File: src/rtl/dp_pkg.sv
package dp_pkg;

  // Split code carried with each element
  typedef enum logic [1:0] {
    SPLIT_ONE  = 2'b00,
    SPLIT_TWO  = 2'b01,
    SPLIT_FOUR = 2'b10,
    SPLIT_RSVD = 2'b11
  } split_e;

  // Map a split code to the index of the generated dot unit (0:1, 1:2, 2:4)
  function automatic logic [1:0] split_index(input logic [1:0] code);
    logic [1:0] idx;
    case (split_e'(code))
      SPLIT_TWO:  idx = 2'd1;
      SPLIT_FOUR: idx = 2'd2;
      default:    idx = 2'd0;  // reserved code handled as one sub-element
    endcase
    return idx;
  endfunction

endpackage

File: src/rtl/dp_rst_sync.sv
module dp_rst_sync #(
  parameter int STAGES = 2
) (
  input  logic clk,
  input  logic rst_n,
  output logic rst_n_sync
);

  logic [STAGES-1:0] chain_q;
  logic [STAGES-1:0] chain_d;

  always_comb begin
    chain_d = {chain_q[STAGES-2:0], 1'b1};
  end

  always_ff @(posedge clk or negedge rst_n) begin
    if (!rst_n) begin
      chain_q <= '0;
    end else begin
      chain_q <= chain_d;
    end
  end

  assign rst_n_sync = chain_q[STAGES-1];

endmodule

File: src/rtl/dp_split_dot.sv
module dp_split_dot #(
  parameter int ELEM_W = 32,
  parameter int NSUB   = 2
) (
  input  logic              is_signed,
  input  logic [ELEM_W-1:0] src_a,
  input  logic [ELEM_W-1:0] src_b,
  output logic [ELEM_W-1:0] dot
);

  localparam int SUB_W = ELEM_W / NSUB;

  logic [NSUB-1:0][ELEM_W-1:0] prod;

  // Each sub-element is widened to the full element width; the product
  // taken modulo 2^ELEM_W equals the low bits of the exact product.
  for (genvar g = 0; g < NSUB; g++) begin : g_sub
    logic [SUB_W-1:0]  sa;
    logic [SUB_W-1:0]  sb;
    logic [ELEM_W-1:0] wa;
    logic [ELEM_W-1:0] wb;

    assign sa = src_a[g*SUB_W +: SUB_W];
    assign sb = src_b[g*SUB_W +: SUB_W];

    if (SUB_W == ELEM_W) begin : g_full
      assign wa = sa;
      assign wb = sb;
    end else begin : g_ext
      assign wa = {{(ELEM_W-SUB_W){is_signed & sa[SUB_W-1]}}, sa};
      assign wb = {{(ELEM_W-SUB_W){is_signed & sb[SUB_W-1]}}, sb};
    end

    assign prod[g] = wa * wb;
  end

  always_comb begin
    dot = '0;
    for (int k = 0; k < NSUB; k++) begin
      dot = dot + prod[k];
    end
  end

endmodule

File: src/rtl/dp_prod_stage.sv
module dp_prod_stage
  import dp_pkg::*;
#(
  parameter int ELEM_W    = 32,
  parameter int NUM_SPLIT = 3
) (
  input  logic              clk,
  input  logic              rst_n,
  input  logic              in_valid,
  input  logic [ELEM_W-1:0] in_src_a,
  input  logic [ELEM_W-1:0] in_src_b,
  input  logic [ELEM_W-1:0] in_acc,
  input  logic [1:0]        in_ediv,
  input  logic              in_signed,
  input  logic              in_vm,
  input  logic              in_mask,
  output logic              s1_valid,
  output logic              s1_upd,
  output logic [ELEM_W-1:0] s1_acc,
  output logic [ELEM_W-1:0] s1_dot
);

  logic [NUM_SPLIT-1:0][ELEM_W-1:0] dot_opt;
  logic [ELEM_W-1:0]                dot_sel;
  logic [1:0]                       sel_idx;

  // One dot unit per supported split width: 1, 2, 4, ... sub-elements
  for (genvar s = 0; s < NUM_SPLIT; s++) begin : g_split
    dp_split_dot #(
      .ELEM_W(ELEM_W),
      .NSUB  (1 << s)
    ) u_dot (
      .is_signed(in_signed),
      .src_a    (in_src_a),
      .src_b    (in_src_b),
      .dot      (dot_opt[s])
    );
  end

  always_comb begin
    sel_idx = split_index(in_ediv);
    dot_sel = dot_opt[sel_idx];
  end

  // Next-state values
  logic              valid_d;
  logic              upd_d;
  logic [ELEM_W-1:0] acc_d;
  logic [ELEM_W-1:0] dot_d;
  logic              data_en;

  always_comb begin
    data_en = in_valid;
    valid_d = in_valid;
    upd_d   = in_vm | in_mask;
    acc_d   = in_acc;
    dot_d   = dot_sel;
  end

  always_ff @(posedge clk or negedge rst_n) begin
    if (!rst_n) begin
      s1_valid <= 1'b0;
    end else begin
      s1_valid <= valid_d;
    end
  end

  always_ff @(posedge clk or negedge rst_n) begin
    if (!rst_n) begin
      s1_upd <= 1'b0;
      s1_acc <= '0;
      s1_dot <= '0;
    end else if (data_en) begin
      s1_upd <= upd_d;
      s1_acc <= acc_d;
      s1_dot <= dot_d;
    end
  end

endmodule

File: src/rtl/dp_acc_stage.sv
module dp_acc_stage #(
  parameter int ELEM_W = 32
) (
  input  logic              clk,
  input  logic              rst_n,
  input  logic              s1_valid,
  input  logic              s1_upd,
  input  logic [ELEM_W-1:0] s1_acc,
  input  logic [ELEM_W-1:0] s1_dot,
  output logic              out_valid,
  output logic [ELEM_W-1:0] out_acc
);

  logic              valid_d;
  logic [ELEM_W-1:0] acc_d;
  logic              data_en;

  always_comb begin
    data_en = s1_valid;
    valid_d = s1_valid;
    acc_d   = s1_upd ? (s1_acc + s1_dot) : s1_acc;
  end

  always_ff @(posedge clk or negedge rst_n) begin
    if (!rst_n) begin
      out_valid <= 1'b0;
    end else begin
      out_valid <= valid_d;
    end
  end

  always_ff @(posedge clk or negedge rst_n) begin
    if (!rst_n) begin
      out_acc <= '0;
    end else if (data_en) begin
      out_acc <= acc_d;
    end
  end

endmodule

File: src/rtl/dp_lane.sv
module dp_lane #(
  parameter int ELEM_W    = 32,
  parameter int NUM_SPLIT = 3,
  parameter int RST_SYNC  = 2
) (
  input  logic              clk,
  input  logic              rst_n,
  input  logic              in_valid,
  input  logic [ELEM_W-1:0] in_src_a,
  input  logic [ELEM_W-1:0] in_src_b,
  input  logic [ELEM_W-1:0] in_acc,
  input  logic [1:0]        in_ediv,
  input  logic              in_signed,
  input  logic              in_vm,
  input  logic              in_mask,
  output logic              out_valid,
  output logic [ELEM_W-1:0] out_acc
);

  logic              rst_n_sync;
  logic              s1_valid;
  logic              s1_upd;
  logic [ELEM_W-1:0] s1_acc;
  logic [ELEM_W-1:0] s1_dot;

  dp_rst_sync #(
    .STAGES(RST_SYNC)
  ) u_rst (
    .clk       (clk),
    .rst_n     (rst_n),
    .rst_n_sync(rst_n_sync)
  );

  dp_prod_stage #(
    .ELEM_W   (ELEM_W),
    .NUM_SPLIT(NUM_SPLIT)
  ) u_prod (
    .clk      (clk),
    .rst_n    (rst_n_sync),
    .in_valid (in_valid),
    .in_src_a (in_src_a),
    .in_src_b (in_src_b),
    .in_acc   (in_acc),
    .in_ediv  (in_ediv),
    .in_signed(in_signed),
    .in_vm    (in_vm),
    .in_mask  (in_mask),
    .s1_valid (s1_valid),
    .s1_upd   (s1_upd),
    .s1_acc   (s1_acc),
    .s1_dot   (s1_dot)
  );

  dp_acc_stage #(
    .ELEM_W(ELEM_W)
  ) u_acc (
    .clk      (clk),
    .rst_n    (rst_n_sync),
    .s1_valid (s1_valid),
    .s1_upd   (s1_upd),
    .s1_acc   (s1_acc),
    .s1_dot   (s1_dot),
    .out_valid(out_valid),
    .out_acc  (out_acc)
  );

endmodule

File: config.mk
export PLATFORM = sky130hd
export DESIGN_NAME = dp_lane
export DESIGN_NICKNAME = d
export VERILOG_FILES = /design/src/rtl/dp_pkg.sv /design/src/rtl/dp_rst_sync.sv /design/src/rtl/dp_split_dot.sv /design/src/rtl/dp_prod_stage.sv /design/src/rtl/dp_acc_stage.sv /design/src/rtl/dp_lane.sv
export SDC_FILE = /design/constraint.sdc
export NUM_CORES = 2
export LEC_CHECK = 0
export BUFFER_PORTS_ARGS = -buffer_cell sky130_fd_sc_hd__buf_2
export CORE_MARGIN = 2
export CORE_UTILIZATION = 40
export CTS_CLUSTER_SIZE = 40
export DETAILED_ROUTE_END_ITERATION = 12
export PLACE_DENSITY = 0.56
export SYNTH_ARGS = -nofsm -noshare
export SYNTH_HDL_FRONTEND = slang
export SYNTH_SLANG_ARGS = --single-unit
File: constraint.sdc
create_clock -name clk -period 3.6 [get_ports clk]
set_input_delay 0.9 -clock clk [delete_from_list [all_inputs] [get_ports clk]]
set_output_delay 0.9 -clock clk [all_outputs]
set_load 0.02 [all_outputs]
==> out/qor.tcl <==
set qor(initial_core_util_pct) 40.3
set qor(groute.usage.overall_pct) 27.8
set qor(drt_pre_antenna_iters) 5
set qor(post_synth_inst_count) 5645
set qor(finalHoldViolations) 0
set qor(htree_num_levels) 3
set qor(synth-edff-count) 0
set qor(grt_setup_unrepaired) {true}
set qor(vias) 40700
set qor(max-clock-path-buffers) 2
set qor(postSynthNetCount) 7526
set qor(arrival_ps) 7980
set qor(grt_antenna_before_repair) 7
set qor(ys.warnings.count) 0
set qor(post-synth-top-area-fraction_pct) 52.5
set qor(gpl.final_weighted_congestion) 0.980
set qor(synth_async_reset_ratio_pct) 100
set qor(start_kind) {input port}
set qor(first_global_vias) 44300
set qor(synthesis_stage_register_bit_count) 101
set qor(timing.final.crit_period_ps) 7690
set qor(die_height_um) 368
set qor(remaining_drc_errors) 0
set qor(clk_latency_ps) 360
set qor(tritoncts_num_sinks) 101
set qor(worst-endpoint-required_ps) 3890
set qor(dr.first_iter.drc_count) 2926
set qor(crit_type) {input port to register}
set qor(drive_above_1_share_pct) 24.9
set qor(root_buffer) {sky130_fd_sc_hd__clkbuf_16}
set qor(route.final.wire_length_um) 186000
set qor(maximum_number_of_pins_on_one_net_before_global_route_repair) 58
set qor(timing.final.max_slew_violations) 0
set qor(dp.final_hpwl_um) 164000
set qor(synth_largest_area_cell) {sky130_fd_sc_hd__fa_1}
set qor(area_enclosed_by_the_die_boundary_um2) 135000
set qor(std_cell_rows) 133
set qor(critPathSlowestCell) {sky130_fd_sc_hd__fa_1}
set qor(critical_path.most_common_cell) {sky130_fd_sc_hd__fa_1}
set qor(end_kind) {register}
set qor(holdCritPathClass) {input port to asynchronous set/reset pin}
set qor(postSynth.topFlopCell) {sky130_fd_sc_hd__dfrtp_1}
set qor(status) {finished with violations}
set qor(layout_worst_path_cycle_share_pct) 214
set qor(io_buffer_count) 136
set qor(layout.filler_cells) 12300
set qor(synth_area_per_cell_um2) 9.37
set qor(clock-skew-final_ps) 7.07
set qor(via_per_inst) 4.86
set qor(clk_transition_reported_paths_ps) 70
set qor(worst-slew-pin-transition_ps) 796
set qor(die-width_um) 368
set qor(tritoncts) {built}
set qor(setup-tns-final_ps) -105920
set qor(finalWorstSetupSlack_ps) -4090
set qor(critical-path-max-stage-delay_ps) 540
set qor(maxCapViolCount) 0
set qor(grt_overflow_total) 0
set qor(wire_length_per_cell_after_detailed_routing_um) 22.2
set qor(grt_first_pass_wirelength_um) 277000
set qor(timing.final.setup_violations) 30
set qor(cts_inserted_buffers) 9
set qor(core_area_um2) 131000
set qor(syn_area_um2) 52900
set qor(synth.top_cells.by_area) {sky130_fd_sc_hd__fa_1 52%, sky130_fd_sc_hd__inv_1 12%, sky130_fd_sc_hd__ha_1 9.3%}
set qor(critPathMaxFanout) 5
set qor(maxClockFrequency_mhz) 130
set qor(violated_checks) {negative setup slack}
set qor(fraction_of_the_yosys_area_taken_by_sequential_cells_pct) 4.78
set qor(areaGrowthSynthToFinish_pct) 26.1
set qor(synth.distinct_cells) 71
set qor(antenna_left) 0
set qor(nNetsFinal) 8508
set qor(timing.max_slew.rel_slack_pct) 46.9
set qor(top_level_ports) 137
-- cell families after synthesis --
| family | after synthesis | share of synthesized area, % |
|---|---|---|
| muxes | 65 | 1.34 |
| DFF | 101 | 4.78 |
| other | 1 | 0.00709 |
| adders and majority gates | 1777 | 61.7 |
| xor gates and xnor gates | 195 | 3.23 |
| buffers and inverters | 1961 | 13.9 |
| AOI/OAI and AO/OA | 368 | 4.52 |
| and+or+nand+nor | 1177 | 10.5 |
-- worst max-delay path, delay by kind of cell --
family | cells | cell delay [ps]
AOI/OAI and AO/OA | 3 | 570
xor gates and xnor gates | 1 | 170
adders and majority gates | 9 | 4290
buffers and inverters | 8 | 720
and+or+nand+nor | 8 | 1300
-- state kept, by name (all words and copies together), names as in the netlist --
register / count
u_prod.s1_upd: 1
u_acc.out_valid: 1
u_acc.out_acc: 32
u_prod.s1_valid: 1
u_prod.s1_dot: 32
u_prod.s1_acc: 32
u_rst.chain_q: 2
-- final cells by class --
type,count,area (um2),share of cell area [%]
multi-input combinational,3583,44900,67.3
timing repair buffer,1178,10200,15.3
inverter,1754,6590,9.88
sequential,101,2530,3.80
tap,1755,2200,3.29
clock buffer,11,233,0.349
clock inverter,5,45.0,0.0676
antenna,1,2.50,0.00375
-- routing by layer --
layer	vias up	GRT usage, %	wire length (um)
li1	18100	-	-
met1	20900	37.7	76500
met2	1428	46.0	88100
met3	260	3.93	13700
met4	2	8.46	7700
met5	-	0	20
-- synth_stat cells (all sizes together), types with 7 or more instances --
cell type and instances:
nand3 15, a21oi 144, xor2 46, a21o 43, xnor2 149, or2 15
and3 32, o22ai 11, mux2i 20, o21ai 56, ha 391, a31oi 13
nand2 573, dfrtp 101, and2 308, a211oi 15, o21bai 11, inv 1752
clkbuf 204, or3 7, nand4 11, fa 1386, o211ai 9, o21a 14
nor2 145, mux2 45, nand2b 23, nor3 21, nor2b 15
-- worst paths after layout --
| kind | start | slack (ps) | cells past startpoint | end |
|---|---|---|---|---|
| hold / removal | rst_n | 310 | 1 | u_rst.chain_q[1] |
| min in group clk | u_rst.chain_q[0] | 360 | 0 | u_rst.chain_q[1] |
| setup reg to reg | u_prod.s1_dot[0] | 200 | 14 | u_acc.out_acc[30] |
| setup / recovery | in_signed | -4090 | 29 | u_prod.s1_dot[30] |
| max in group asynchronous | u_rst.chain_q[1] | 2530 | 1 | u_prod.s1_dot[24] |
| hold reg to reg | u_rst.chain_q[0] | 360 | 0 | u_rst.chain_q[1] |
-- stage by stage --
step	setup slack, ps	util (%)	std cells	hold slack [ps]	area [um2]
2_1_floorplan	-4220	-	5645	331	53700
3_3_place_gp	-5100	48.2	8292	338	63300
3_5_place_dp	-5150	48.2	8292	340	63300
4_1_cts	-4100	50.1	8360	291	65700
5_1_grt	-4290	50.8	8387	300	66700
6_report	-4090	50.8	8388	309	66700
-- layout by cell type, fill, tap and decap left out, types with 23 or more instances in the layout --
cell type | synthesis | layout
sky130_fd_sc_hd__a21o_1 | 43 | 43
sky130_fd_sc_hd__a21oi_1 | 141 | 107
sky130_fd_sc_hd__a21oi_2 | 3 | 31
sky130_fd_sc_hd__and2_1 | 308 | 277
sky130_fd_sc_hd__and2_4 | 0 | 28
sky130_fd_sc_hd__buf_12 | 0 | 68
sky130_fd_sc_hd__buf_2 | 0 | 76
sky130_fd_sc_hd__buf_4 | 0 | 905
sky130_fd_sc_hd__buf_6 | 0 | 94
sky130_fd_sc_hd__buf_8 | 0 | 23
sky130_fd_sc_hd__dfrtp_1 | 101 | 99
sky130_fd_sc_hd__fa_1 | 1386 | 1320
sky130_fd_sc_hd__fa_2 | 0 | 66
sky130_fd_sc_hd__ha_1 | 391 | 340
sky130_fd_sc_hd__ha_4 | 0 | 46
sky130_fd_sc_hd__inv_1 | 1752 | 1681
sky130_fd_sc_hd__inv_2 | 0 | 69
sky130_fd_sc_hd__mux2_2 | 45 | 38
sky130_fd_sc_hd__nand2_1 | 573 | 525
sky130_fd_sc_hd__nand2_2 | 0 | 34
sky130_fd_sc_hd__nand2b_1 | 23 | 23
sky130_fd_sc_hd__nor2_1 | 144 | 138
sky130_fd_sc_hd__o21ai_0 | 47 | 26
sky130_fd_sc_hd__xnor2_1 | 149 | 140
sky130_fd_sc_hd__xor2_1 | 46 | 41
-- timing repair --
action / in CTS / in global routing
resized for setup: 428 / 216
setup buffers: 55 / 29
endpoints found under the setup margin: 31 / 36
pin swaps: 182 / 147
gates cloned: 3 / 4
hold buffers: 0 / 0
Power is not shown: default switching activity piles up to over one toggle a cycle in this logic, so the estimate is an artifact.
